===== config.mk =====
export PLATFORM = sky130hd
export DESIGN_NAME = sram_page_reader
export DESIGN_NICKNAME = d
export VERILOG_FILES = /design/src/rtl/pgr_pkg.sv /design/src/rtl/pgr_wait_timer.sv /design/src/rtl/pgr_addr_step.sv /design/src/rtl/pgr_beat_capture.sv /design/src/rtl/sram_page_reader.sv
export SDC_FILE = /design/constraint.sdc
export NUM_CORES = 1
export LEC_CHECK = 0
export BUFFER_PORTS_ARGS = -buffer_cell sky130_fd_sc_hd__buf_2
export CAP_MARGIN = 20
export CORE_MARGIN = 10
export CORE_UTILIZATION = 46
export CTS_CLUSTER_DIAMETER = 100
export DETAILED_ROUTE_END_ITERATION = 10
export MAX_ROUTING_LAYER = met4
export PLACE_DENSITY = 0.83
export SYNTH_ARGS = -nofsm -noshare
export SYNTH_HDL_FRONTEND = slang
export SYNTH_HIERARCHICAL = 1
export SYNTH_SLANG_ARGS = --single-unit
export TNS_END_PERCENT = 10

===== constraint.sdc =====
create_clock -name clk -period 2.4 [get_ports clk]
set_input_delay 0.24 -clock clk [delete_from_list [all_inputs] [get_ports clk]]
set_output_delay 0.24 -clock clk [all_outputs]
set_load 0.01 [all_outputs]

===== src/rtl/pgr_pkg.sv =====
package pgr_pkg;
  typedef enum logic [1:0] {BW_8 = 2'd0, BW_16 = 2'd1, BW_32 = 2'd2} bus_w_e;
  typedef enum logic {ST_IDLE = 1'b0, ST_READ = 1'b1} seq_st_e;

  // log2 of bytes per beat; code 3 behaves as 32-bit
  function automatic logic [1:0] width_shift(input logic [1:0] code);
    case (code)
      BW_8:    width_shift = 2'd0;
      BW_16:   width_shift = 2'd1;
      default: width_shift = 2'd2;
    endcase
  endfunction
endpackage


===== src/rtl/pgr_wait_timer.sv =====
module pgr_wait_timer #(
  parameter int WAIT_W = 4
) (
  input  logic              clk,
  input  logic              rst_n,
  input  logic              load,
  input  logic [WAIT_W-1:0] load_val,
  input  logic              run,
  output logic              zero,
  output logic              first
);
  logic [WAIT_W-1:0] cnt_q, cnt_d;
  logic              first_q, first_d;

  always_comb begin
    cnt_d   = cnt_q;
    first_d = first_q;
    if (load) begin
      cnt_d   = load_val;
      first_d = 1'b1;
    end else if (run) begin
      first_d = 1'b0;
      if (cnt_q != '0) cnt_d = cnt_q - 1'b1;
    end
  end

  always_ff @(posedge clk or negedge rst_n) begin
    if (!rst_n) begin
      cnt_q   <= '0;
      first_q <= 1'b0;
    end else begin
      cnt_q   <= cnt_d;
      first_q <= first_d;
    end
  end

  assign zero  = (cnt_q == '0);
  assign first = first_q;
endmodule


===== src/rtl/pgr_addr_step.sv =====
module pgr_addr_step #(
  parameter int ADDR_W = 28,
  parameter int BEAT_W = 4
) (
  input  logic [ADDR_W-3:0] base_word,
  input  logic [BEAT_W-1:0] beat_idx,
  input  logic [BEAT_W-1:0] last_idx,
  output logic [ADDR_W-1:0] addr,
  output logic              last_beat,
  output logic              next_is_group_start
);
  logic [ADDR_W-3:0] group_off;

  assign group_off           = (ADDR_W-2)'(beat_idx[BEAT_W-1:2]);
  assign addr                = {base_word + group_off, beat_idx[1:0]};
  assign last_beat           = (beat_idx == last_idx);
  assign next_is_group_start = (beat_idx[1:0] == 2'b11);
endmodule


===== src/rtl/pgr_beat_capture.sv =====
module pgr_beat_capture #(
  parameter int DATA_W = 32
) (
  input  logic              clk,
  input  logic              rst_n,
  input  logic              cap,
  input  logic              cap_last,
  input  logic [1:0]        shift,
  input  logic [DATA_W-1:0] bus_data,
  output logic              beat_valid,
  output logic [DATA_W-1:0] beat_data,
  output logic              page_done
);
  localparam logic [DATA_W-1:0] MASK8  = DATA_W'(8'hFF);
  localparam logic [DATA_W-1:0] MASK16 = DATA_W'(16'hFFFF);

  logic [DATA_W-1:0] masked, data_q;
  logic              valid_q, done_q;

  always_comb begin
    case (shift)
      2'd0:    masked = bus_data & MASK8;
      2'd1:    masked = bus_data & MASK16;
      default: masked = bus_data;
    endcase
  end

  always_ff @(posedge clk or negedge rst_n) begin
    if (!rst_n) begin
      valid_q <= 1'b0;
      done_q  <= 1'b0;
      data_q  <= '0;
    end else begin
      valid_q <= cap;
      done_q  <= cap & cap_last;
      if (cap) data_q <= masked;
    end
  end

  assign beat_valid = valid_q;
  assign beat_data  = data_q;
  assign page_done  = done_q;
endmodule


===== src/rtl/sram_page_reader.sv =====
module sram_page_reader #(
  parameter int ADDR_W     = 28,
  parameter int DATA_W     = 32,
  parameter int CS_NUM     = 4,
  parameter int WAIT_W     = 4,
  parameter int PAGE_BYTES = 16
) (
  input  logic                      clk,
  input  logic                      rst_n,
  input  logic                      req_valid,
  input  logic [ADDR_W-3:0]         req_word_addr,
  input  logic [$clog2(CS_NUM)-1:0] req_cs,
  input  logic [1:0]                cfg_width,
  input  logic [WAIT_W-1:0]         cfg_wait_first,
  input  logic [WAIT_W-1:0]         cfg_wait_page,
  input  logic                      cfg_lane_en,
  input  logic                      cfg_oe_burst,
  input  logic [DATA_W-1:0]         mem_data,
  output logic [ADDR_W-1:0]         mem_addr,
  output logic [CS_NUM-1:0]         mem_cs_n,
  output logic                      mem_oe_n,
  output logic [DATA_W/8-1:0]       mem_lane_n,
  output logic                      beat_valid,
  output logic [DATA_W-1:0]         beat_data,
  output logic                      page_done
);
  import pgr_pkg::*;

  localparam int CS_W   = $clog2(CS_NUM);
  localparam int LANES  = DATA_W / 8;
  localparam int BEAT_W = $clog2(PAGE_BYTES);

  // reset: asynchronous assert, synchronous release
  logic [1:0] rst_sync_q;
  logic       srst_n;
  always_ff @(posedge clk or negedge rst_n) begin
    if (!rst_n) rst_sync_q <= 2'b00;
    else        rst_sync_q <= {rst_sync_q[0], 1'b1};
  end
  assign srst_n = rst_sync_q[1];

  seq_st_e           st_q, st_d;
  logic [BEAT_W-1:0] beat_q, beat_d;
  logic [ADDR_W-3:0] base_q, base_d;
  logic [CS_W-1:0]   cs_q, cs_d;
  logic [1:0]        shift_q, shift_d;
  logic [WAIT_W-1:0] wf_q, wf_d, wp_q, wp_d;
  logic              lane_q, lane_d, tog_q, tog_d;

  logic              active, accept, t_zero, t_first, t_load;
  logic [WAIT_W-1:0] t_val;
  logic              last_beat, next_grp;
  logic [BEAT_W-1:0] last_idx;

  assign active   = (st_q == ST_READ);
  assign accept   = (st_q == ST_IDLE) && req_valid;
  assign last_idx = BEAT_W'((PAGE_BYTES >> shift_q) - 1);

  always_comb begin
    st_d    = st_q;
    beat_d  = beat_q;
    base_d  = base_q;
    cs_d    = cs_q;
    shift_d = shift_q;
    wf_d    = wf_q;
    wp_d    = wp_q;
    lane_d  = lane_q;
    tog_d   = tog_q;
    t_load  = 1'b0;
    t_val   = cfg_wait_first;
    if (accept) begin
      st_d    = ST_READ;
      beat_d  = '0;
      base_d  = req_word_addr;
      cs_d    = req_cs;
      shift_d = width_shift(cfg_width);
      wf_d    = cfg_wait_first;
      wp_d    = cfg_wait_page;
      lane_d  = cfg_lane_en;
      tog_d   = cfg_oe_burst;
      t_load  = 1'b1;
    end else if (active && t_zero) begin
      if (last_beat) begin
        st_d = ST_IDLE;
      end else begin
        beat_d = beat_q + 1'b1;
        t_load = 1'b1;
        t_val  = next_grp ? wf_q : wp_q;
      end
    end
  end

  always_ff @(posedge clk or negedge srst_n) begin
    if (!srst_n) begin
      st_q    <= ST_IDLE;
      beat_q  <= '0;
      base_q  <= '0;
      cs_q    <= '0;
      shift_q <= 2'd2;
      wf_q    <= '0;
      wp_q    <= '0;
      lane_q  <= 1'b0;
      tog_q   <= 1'b0;
    end else begin
      st_q    <= st_d;
      beat_q  <= beat_d;
      base_q  <= base_d;
      cs_q    <= cs_d;
      shift_q <= shift_d;
      wf_q    <= wf_d;
      wp_q    <= wp_d;
      lane_q  <= lane_d;
      tog_q   <= tog_d;
    end
  end

  pgr_wait_timer #(.WAIT_W(WAIT_W)) u_timer (
    .clk(clk), .rst_n(srst_n), .load(t_load), .load_val(t_val),
    .run(active), .zero(t_zero), .first(t_first)
  );

  pgr_addr_step #(.ADDR_W(ADDR_W), .BEAT_W(BEAT_W)) u_addr (
    .base_word(base_q), .beat_idx(beat_q), .last_idx(last_idx),
    .addr(mem_addr), .last_beat(last_beat), .next_is_group_start(next_grp)
  );

  pgr_beat_capture #(.DATA_W(DATA_W)) u_cap (
    .clk(clk), .rst_n(srst_n), .cap(active && t_zero), .cap_last(last_beat),
    .shift(shift_q), .bus_data(mem_data), .beat_valid(beat_valid),
    .beat_data(beat_data), .page_done(page_done)
  );

  for (genvar i = 0; i < CS_NUM; i++) begin : g_cs
    assign mem_cs_n[i] = !(active && (cs_q == CS_W'(i)));
  end

  assign mem_oe_n   = !(active && !(tog_q && t_first && (beat_q != '0)));
  assign mem_lane_n = {LANES{!(active && lane_q)}};
endmodule


**Word level (Yosys, flattened, before mapping)**

Cells that the tools add are included.

- Register bits: 86
- Bits of input ports: 75
- Logic and storage cells: 80

- $add $sub $neg: 4
- Equal/unequal tests: 8
- Shifts and indexed selects: 1
- Mux-type cells: 20
- Bitwise operators: 2
- Reduce and logical (&&, ||, !) cells: 30

Operators by type and width:

| kind | number |
|---|---|
| $pmux W32 S2 | 1 |
| $mux W4 | 10 |
| $add A26 B2 Y26 | 1 |
| $logic_and A1 B1 Y1 | 10 |
| $mux W1 | 8 |
| $reduce_bool A2 Y1 | 4 |
| $reduce_bool A4 Y1 | 2 |
| $logic_not A1 Y1 | 7 |
| $eq A2 B1 Y1 const B | 3 |
| $eq A2 B2 Y1 const B | 3 |
| $logic_not A2 Y1 | 3 |
| $reduce_and A2 Y1 | 3 |
| $shr A5 B2 Y4 const A | 1 |
| $add A4 B1 Y4 const B | 1 |
| $eq A4 B4 Y1 | 1 |
| $logic_not A4 Y1 | 1 |
| $pmux W2 S2 | 1 |
| $sub A4 B1 Y4 const B | 1 |
| $sub A4 B2 Y4 const B | 1 |
| $ne A2 B2 Y1 const B | 1 |
| $and A1 B1 Y1 | 1 |
| $not A1 Y1 | 1 |

**Logic depth before layout (Yosys ltp)**

Gate-level depths: netlist of the first run.

- Word-level depth: 8
- Depth in mapped cells: 9

**By module**

Netlist of the first run, hierarchy kept.

Modules (own cells, without submodules):

| module | times used | cells an instance | area each (µm²) | seq. area each (µm²) |
|---|---|---|---|---|
| sram_page_reader | 1 | 228 | 2075.7 | 1177.4 |
| pgr_beat_capture | 1 | 124 | 1407.6 | 850.8 |
| pgr_addr_step | 1 | 81 | 593.1 | 0.0 |
| pgr_wait_timer | 1 | 29 | 296.5 | 125.1 |

**Worst setup path before layout of the first run**

Ideal clock, no wire load.

- Kind: register to register
- Start: reg shift_q[1]
- End: reg u_timer.cnt_q[1]
- Setup time: 0.080 ns
- Arrival: 2.182 ns
- Data required time: 2.320 ns
- Setup slack: 0.138 ns
- Cell stages (with the launch flop): 9
- Buffers on the path: 1
- Clock period less this slack: 2.262 ns
- Cell sequence: dfstp_2 nand2_1 xor2_1 nor4_1 nand3b_4 buf_6 nand2_1 or4_1 o211ai_2

- Longest elaborated chain between the ends: 8
- Elaborated cells between the ends (all ways): 13
- Those cells by class: add/sub (1); eq/ne (1); shift (1); mux (7); reduce/logical (3)

RTL lines:

| item | RTL line | text |
|---|---|---|
| start, declared | sram_page_reader.sv:46 | `logic [1:0] shift_q, shift_d;` |
| start signal, assigned | sram_page_reader.sv:109 | `shift_q <= shift_d;` |
| $shr A5 B2 Y4 * | sram_page_reader.sv:57 | `assign last_idx = BEAT_W'((PAGE_BYTES >> shift_q) - 1);` |
| $sub A4 B2 Y4 * | sram_page_reader.sv:57 |  |
| via last_idx[1] | sram_page_reader.sv:53 | `logic [BEAT_W-1:0] last_idx;` |
| $eq A4 B4 Y1 * | pgr_addr_step.sv:16 | `assign last_beat = (beat_idx == last_idx);` |
| via last_beat | sram_page_reader.sv:52 | `logic last_beat, next_grp;` |
| $mux W1 * | sram_page_reader.sv:83 | `if (last_beat) begin` |
| $mux W1 * | sram_page_reader.sv:82 | `end else if (active && t_zero) begin` |
| $mux W1 * | sram_page_reader.sv:71 | `if (accept) begin` |
| via t_load | sram_page_reader.sv:50 | `logic active, accept, t_zero, t_first, t_load;` |
| $reduce_bool A2 Y1 (no source line) | n/a |  |
| $reduce_and A2 Y1 (no source line) | n/a |  |
| end signal, assigned | pgr_wait_timer.sv:32 | `cnt_q <= cnt_d;` |
| end, declared | pgr_wait_timer.sv:12 | `logic [WAIT_W-1:0] cnt_q, cnt_d;` |

The timed path passes the listed nets; every way through them passes the cells marked *.
A chain may end at the register's enable or synchronous reset.

**Worst setup path in the final report of the first run**

- Start: reg base_q[0]
- End: out mem_addr[18]

- Longest elaborated chain between the ends: 1

RTL lines:

| item | RTL line | text |
|---|---|---|
| start, declared | sram_page_reader.sv:44 | `logic [ADDR_W-3:0] base_q, base_d;` |
| start signal, assigned | sram_page_reader.sv:107 | `base_q <= base_d;` |
| $add A26 B2 Y26 | pgr_addr_step.sv:15 | `assign addr = {base_word + group_off, beat_idx[1:0]};` |
| end, declared | sram_page_reader.sv:19 | `output logic [ADDR_W-1:0] mem_addr,` |

No other way between the ends.

==> results.yml, run 1 <==
setup_path:
  arrival_ps: 2090
  worstPathBufferInverterCount: 2
  cp_max_fo: 6
  critPathCaptureType: "output pin"
  crit_family: "simple AND/OR/NAND/NOR gates"
  worstPathRequired_ps: 2160
  crit_slowest_cell: "dfrtp_1"
  worst_path_most_repeated_cell: "nand4_1"
  timing.setup.critical_path_class: "reg2out"
  worst_path_largest_cell_delay_ps: 410
  critPathLaunchType: "register"
  critical_path.cell_chain: "ha_4 -> fa_2 -> nand4_1 -> nor4_4 -> buf_4 -> nand4_1 -> xnor2_1 -> buf_2"
cells_and_area:
  design.final.nets: 695
  final_area_um2: 5490
  finalNonFillerCells: 749
  utilization_pct: 59.4
  drive_above_1_share_pct: 36.5
  flow.area_growth_from_synthesis_pct: 25.6
clocking:
  tritoncts_clock_tree: "built"
  cts.sinks: 86
  cts_htree_levels: 3
  numCtsBuffers: 9
  clkSlewWorstSetupHoldPaths_ps: 100
  clock_insertion_delay_worst_skew_ps: 360
  clk_path_buf_depth: 2
  clockRootBuffer: "clkbuf_8"
power:
  ir_worst_vdd_mv: 0.529
  p_leak_uw: 0.00284
  power.density_nw_per_um2: 1220
min_path:
  timing.hold.worst.class: "in2reg"
timing:
  tightest_slew_ps: 731
  timing.final.crit_period_ps: 2330
  pins_over_their_slew_limit: 0
  finalClockSkew_ps: 13.0
  achievable-frequency_mhz: 429
  rsz0062_at_grt: "true"
  finalHoldViolations: 0
  finalSetupViolCount: 0
  fin_setup_tns_ps: 0
  setup_ws_ps: 66.5
  timing.final.crit_share_pct: 97.2
  slew_headroom_pct: 51.3
global_routing:
  antenna_found_initial: 1
  globalRouteOverflowTotal: 0
  track_usage_pct: 16.8
  first_global_vias: 3769
  grt_first_pass_wirelength_um: 18800
  pin_count_of_the_biggest_net_entering_global_routing: 56
drt:
  routed_len_inst_um: 15.3
  drt_iter0_drc: 268
  route.detailed.vias_per_inst: 4.91
  route.final.wire_length_um: 11500
  num_vias: 3675
  post-route-drc-count: 0
  first_pass_iters: 4
  antenna_left: 0
floorplan:
  die_area_um2: 13800
  core.rowCount: 35
  start_util_pct: 47.3
  io-pin-count: 146
  y_dimension_of_the_die_um: 118
  coreArea_um2: 9240
  die-width_um: 118
logic_synthesis:
  number_of_standard_cells_after_synthesis: 462
  synth_enable_flop_cells: 0
  synth_flop_cell: "dfrtp_1"
  yosys_warnings: 6
  synth_seq_area_share_pct: 49.2
  synth.avg_cell_area_um2: 9.47
  netlist-cell-type-count: 52
  asyncSetResetFlopFracSynth_pct: 100
  mappedNetlistArea_um2: 4370
  synth.ff_latch_count: 86
placement:
  dpl.hpwl_um: 8700
  port-buffer-count: 145
  dpl.cell_count: 723
  pre_cts_ws_ps: 128
  detailed_place.area_um2: 5160
  gp_congestion: 0.868
flow_run:
  maxCapViolCount: 0
status:
  result_of_the_run: "completed"
==> timing repair <==
item	CTS	global route
resized for setup	4	3
setup endpoints to repair	14	18
endpoints found under the hold margin	2	0
hold buffers	1	0
buffers inserted	6	2
pin swaps	6	6
==> area by class of cell <==
class / count / area, um2
antenna: 1 / 2.50
clock buffer: 9 / 124
sequential: 86 / 2160
multi-input combinational: 317 / 1910
fill: 789 / 3750
inverter: 32 / 120
tap: 129 / 161
timing repair buffer: 168 / 913
clock inverter: 7 / 105
==> state kept, by name, summed over array words and instances (netlist names), 2 cells and up <==
signal and cells:
base_q 26, beat_q 4, cs_q 2, rst_sync_q 2
shift_q 2, u_cap/beat_data 32, u_timer/cnt_q 4, wf_q 4
wp_q 4
==> final timing paths <==
check / startpoint / endpoint / slack [ps] / cells after the start
max in group asynchronous: rst_sync_q[1] / shift_q[1] / 1290 / 1
worst max register to register: shift_q[1] / u_timer/cnt_q[3] / 230 / 8
worst max-delay path: base_q[0] / mem_addr[18] / 70 / 8
min in group asynchronous: rst_n / rst_sync_q[1] / 200 / 2
worst min-delay path: req_word_addr[23] / base_q[23] / 70 / 3
worst min register to register: rst_sync_q[0] / rst_sync_q[1] / 360 / 0
==> cells in the mapped netlist (7+ instances only) <==
master	n	area share, %
nand3_1	29	3.3
buf_4	12	2.1
nor2_1	7	0.60
inv_1	31	2.7
xor2_1	9	1.8
nand2_1	145	12
o22ai_2	8	2.3
dfrtp_1	85	49
buf_6	11	2.8
nand4_1	9	1.3
xnor2_1	19	3.8
o21ai_0	20	2.3
mux2_2	8	2.1
==> stage by stage <==
stage | hold slack [ps] | total power, uW
after CTS | 47.3 | 6740
final | 65.9 | 6700
after floorplan | -55.6 | 4530
after global routing | 49.6 | 7230
after global placement | 31.6 | 5400
after detailed placement | 27.3 | 5530
==> cells by family (layout without fill, tap and decap cells) <==
| group | Yosys count | in the layout | synth area share, % |
|---|---|---|---|
| AOI/OAI and AO/OA | 45 | 45 | 7.55 |
| DFF | 86 | 86 | 49.2 |
| buffers and inverters | 60 | 216 | 8.13 |
| muxes | 12 | 12 | 2.98 |
| adders and majority gates | 6 | 6 | 1.89 |
| other | 1 | 3 | 0.0858 |
| xor gates and xnor gates | 28 | 28 | 5.61 |
| and+or+nand+nor | 224 | 224 | 24.5 |
==> power breakdown <==
part / switching (uW) / internal (uW) / total [uW] / leakage (uW)
clock: 562 / 601 / 1160 / 0.000112
sequential: 601 / 2070 / 2670 / 0.00108
combinational: 1550 / 1310 / 2860 / 0.00165
total: 2710 / 3980 / 6700 / 0.00284
==> cells in the final DEF (no fill, tap or decap), types with 3 or more instances in the layout <==
| cell | synthesis | routed |
|---|---|---|
| o21ai_2 | 5 | 5 |
| inv_1 | 31 | 31 |
| nand3_1 | 29 | 29 |
| buf_4 | 12 | 21 |
| mux2_2 | 8 | 8 |
| nand2_1 | 145 | 145 |
| clkbuf_8 | 0 | 9 |
| dfrtp_1 | 85 | 83 |
| o21ai_0 | 20 | 20 |
| nand4_1 | 9 | 9 |
| and3_1 | 3 | 3 |
| mux2i_1 | 4 | 4 |
| xor2_1 | 9 | 9 |
| nand3b_1 | 3 | 3 |
| ha_1 | 5 | 4 |
| buf_2 | 2 | 145 |
| nor3_1 | 5 | 4 |
| xnor2_1 | 19 | 18 |
| nor2_1 | 7 | 7 |
| o22ai_2 | 8 | 8 |
==> routing by layer <==
| metal | up-vias | GRT usage [%] | part of all wire, % |
|---|---|---|---|
| li1 | 1801 | - | - |
| met1 | 1720 | 21.7 | 48 |
| met2 | 140 | 25.6 | 45 |
| met3 | 14 | 4.08 | 5.8 |
| met4 | 0 | 4.79 | 1.0 |
| met5 | - | - | 0 |
==> worst min-delay path, stage by stage <==
cell	delay (ps)
buf_2	70
nand2_1	40
nand2_1	40
Note: power is estimated with default switching activity, not from simulation.
==> inputs of run 2 (changes only) <==
--- a/config.mk
+++ b/config.mk
@@ -7,12 +7,14 @@
 export LEC_CHECK = 0
 export BUFFER_PORTS_ARGS = -buffer_cell sky130_fd_sc_hd__buf_2
 export CAP_MARGIN = 20
+export CELL_PAD_IN_SITES_DETAIL_PLACEMENT = 2
+export CELL_PAD_IN_SITES_GLOBAL_PLACEMENT = 2
 export CORE_MARGIN = 10
-export CORE_UTILIZATION = 46
+export CORE_UTILIZATION = 27
 export CTS_CLUSTER_DIAMETER = 100
 export DETAILED_ROUTE_END_ITERATION = 10
 export MAX_ROUTING_LAYER = met4
-export PLACE_DENSITY = 0.83
+export PLACE_DENSITY = 0.82
 export SYNTH_ARGS = -nofsm -noshare
 export SYNTH_HDL_FRONTEND = slang
 export SYNTH_HIERARCHICAL = 1
==> run 2 against run 1 <==
Register-to-register slack lost 20 ps. Hold slack improved by 25 ps. Non-clock buffer count decreased by 4. Clock skew decreased by 6.2 ps. Sequential power increased by 3%. Critical endpoint is now mem_addr[26].
==> results.yml, run 2 (synthesized netlist as in run 1, its figures left out) <==
power:
  cell_internal_pwr_uw: 4240
  power.switching_uw: 2910
  ir_worst_vdd_mv: 0.405
  p_leak_uw: 0.00286
  pwr-share-comb_pct: 41.9
  clkPwrFrac_pct: 19.8
  sw_share_pct: 40.7
  seqPwrFrac_pct: 38.3
  power.density_nw_per_um2: 1260
global_routing:
  pin_count_of_the_biggest_net_entering_global_routing: 60
  globalRouteOverflowTotal: 0
  grt_first_pass_wirelength_um: 24300
  track_usage_pct: 14.3
  antenna_found_initial: 1
  first_global_vias: 4432
clocking:
  clkSlewWorstSetupHoldPaths_ps: 60
  clockRootBuffer: "clkbuf_16"
  cts_htree_levels: 3
  clock_insertion_delay_worst_skew_ps: 340
  clk_path_buf_depth: 2
  tritoncts_clock_tree: "built"
  cts.sinks: 86
  numCtsBuffers: 9
setup_path:
  cp-endpoint: "mem_addr[26]"
  critPathCaptureType: "output pin"
  critical_path.reg2reg.startpoint: "shift_q[1]"
  arrival_ps: 2100
  worstPathRequired_ps: 2160
  timing.setup.critical_path_class: "reg2out"
  startpoint: "beat_q[2]"
  ff2ff_path_depth: 7
  critical_path.cell_chain: "ha_4 -> fa_2 -> nand4_1 -> nor4_4 -> buf_6 -> nand2_2 -> xnor2_2 -> buf_2"
  ff2ff_setup_slack_ps: 210
  crit_slowest_cell: "dfrtp_2"
  cp_max_fo: 6
  critPathLaunchType: "register"
  worst_path_largest_cell_delay_ps: 400
  worst_r2r_endpoint: "u_timer/cnt_q[1]"
cells_and_area:
  final_area_um2: 5670
  design.final.nets: 691
  largest_reg_flops: 32
  drive_above_1_share_pct: 36.6
  layout_commonest_cell: "buf_2"
  finalNonFillerCells: 832
  final.fill_count: 1821
  flow.area_growth_from_synthesis_pct: 29.6
  layout.cells.most_common_list: "145 x buf_2, 144 x nand2_1, 79 x dfrtp_1"
flow_run:
  maxCapViolCount: 0
drt:
  routed_len_inst_um: 18.5
  route.detailed.vias_per_inst: 4.62
  route.final.wire_length_um: 15400
  first_pass_iters: 6
  drt_iter0_drc: 163
  post-route-drc-count: 0
  antenna_left: 0
  num_vias: 3843
timing:
  slew_headroom_pct: 46.3
  pins_over_their_slew_limit: 0
  finalClockSkew_ps: 6.76
  achievable-frequency_mhz: 428
  tightest_slew_ps: 805
  rsz0062_at_grt: "true"
  finalSetupViolCount: 0
  timing.final.crit_period_ps: 2340
  finalHoldViolations: 0
  setup_ws_ps: 64.7
  timing.final.crit_share_pct: 97.3
floorplan:
  die_area_um2: 21700
  coreArea_um2: 15900
  start_util_pct: 27.5
  die-width_um: 147
  core.rowCount: 46
  io-pin-count: 146
  y_dimension_of_the_die_um: 147
placement:
  detailed_place.area_um2: 5250
  gp_congestion: 0.788
  dpl.hpwl_um: 11500
  port-buffer-count: 145
  pre_cts_ws_ps: 83.8
  dpl.cell_count: 807
min_path:
  timing.hold.worst.class: "in2reg"
status:
  result_of_the_run: "completed"
[run 2: cell count changes in the layout (fill, tap and decap cells not counted), sizes merged]
cell      change
buf           -4
clkbuf        +4
inv           -2
bufinv        -1
clkinvlp      -1
[run 2: cell type report]
cell class / instances / area [um2] / share of cell area, %
flip-flops and latches: 86 / 2160 / 38.2
multi-input cells: 317 / 1930 / 34.0
repair buffers: 164 / 891 / 15.7
well taps: 216 / 270 / 4.77
clock buffers: 13 / 250 / 4.42
inverters: 32 / 120 / 2.12
clock inverters: 3 / 43.8 / 0.773
diodes: 1 / 2.50 / 0.0442
[run 2: worst min path at each step]
| stage | startpoint | to | cells after the start |
|---|---|---|---|
| final | req_word_addr[10] | base_q[10] | 3 |
| after global routing | req_word_addr[10] | base_q[10] | 3 |
| after CTS | req_word_addr[10] | base_q[10] | 3 |
| after detailed placement | rst_n | rst_sync_q[0] | 1 |
| after global placement | rst_n | rst_sync_q[0] | 1 |
| after floorplan | rst_n | rst_sync_q[0] | 0 |
[run 2: repair_timing]
action | in CTS | in global routing
hold endpoints to repair | 2 | 0
pin swaps | 6 | 6
endpoints found under the setup margin | 14 | 13
resized for setup | 10 | 6
hold buffers | 1 | 0
setup buffers | 7 | 0
[run 2: metal layers]
layer / vias to the layer above / track usage [%] / wire length (um)
met5: - / - / 0
met4: 0 / 6.79 / 495
met3: 28 / 2.64 / 502
met2: 89 / 25.2 / 8160
met1: 1932 / 15.2 / 6220
li1: 1794 / - / -
[run 2: per-stage QoR]
step	setup TNS [ps]	power [uW]	utilization [%]	hold WS, ps
after floorplan	0	4530	-	-55.6
after global placement	0	5470	33.0	24.8
after detailed placement	0	5710	33.0	27.8
after CTS	-57.9	7260	35.5	82.9
after global routing	-105	7700	35.7	101
final	0	7140	35.7	91.3
[run 2: power by group through the flow]
stage | sequential, uW | clock (uW) | combinational, uW
global placement | 2680 | 0 | 2790
global route | 2850 | 1520 | 3330
finish | 2740 | 1410 | 2990
detailed placement | 2750 | 0 | 2970
floorplan | 2680 | 0 | 1850
CTS | 2740 | 1460 | 3070
[run 2: worst max-delay path, delay by kind of cell (launching register included)]
family,cells,cell delay [ps]
adder cells (fa/ha/maj),2,370
flip-flops,1,400
AND/OR/NAND/NOR,3,460
buffers and inverters,2,340
XOR/XNOR,1,200
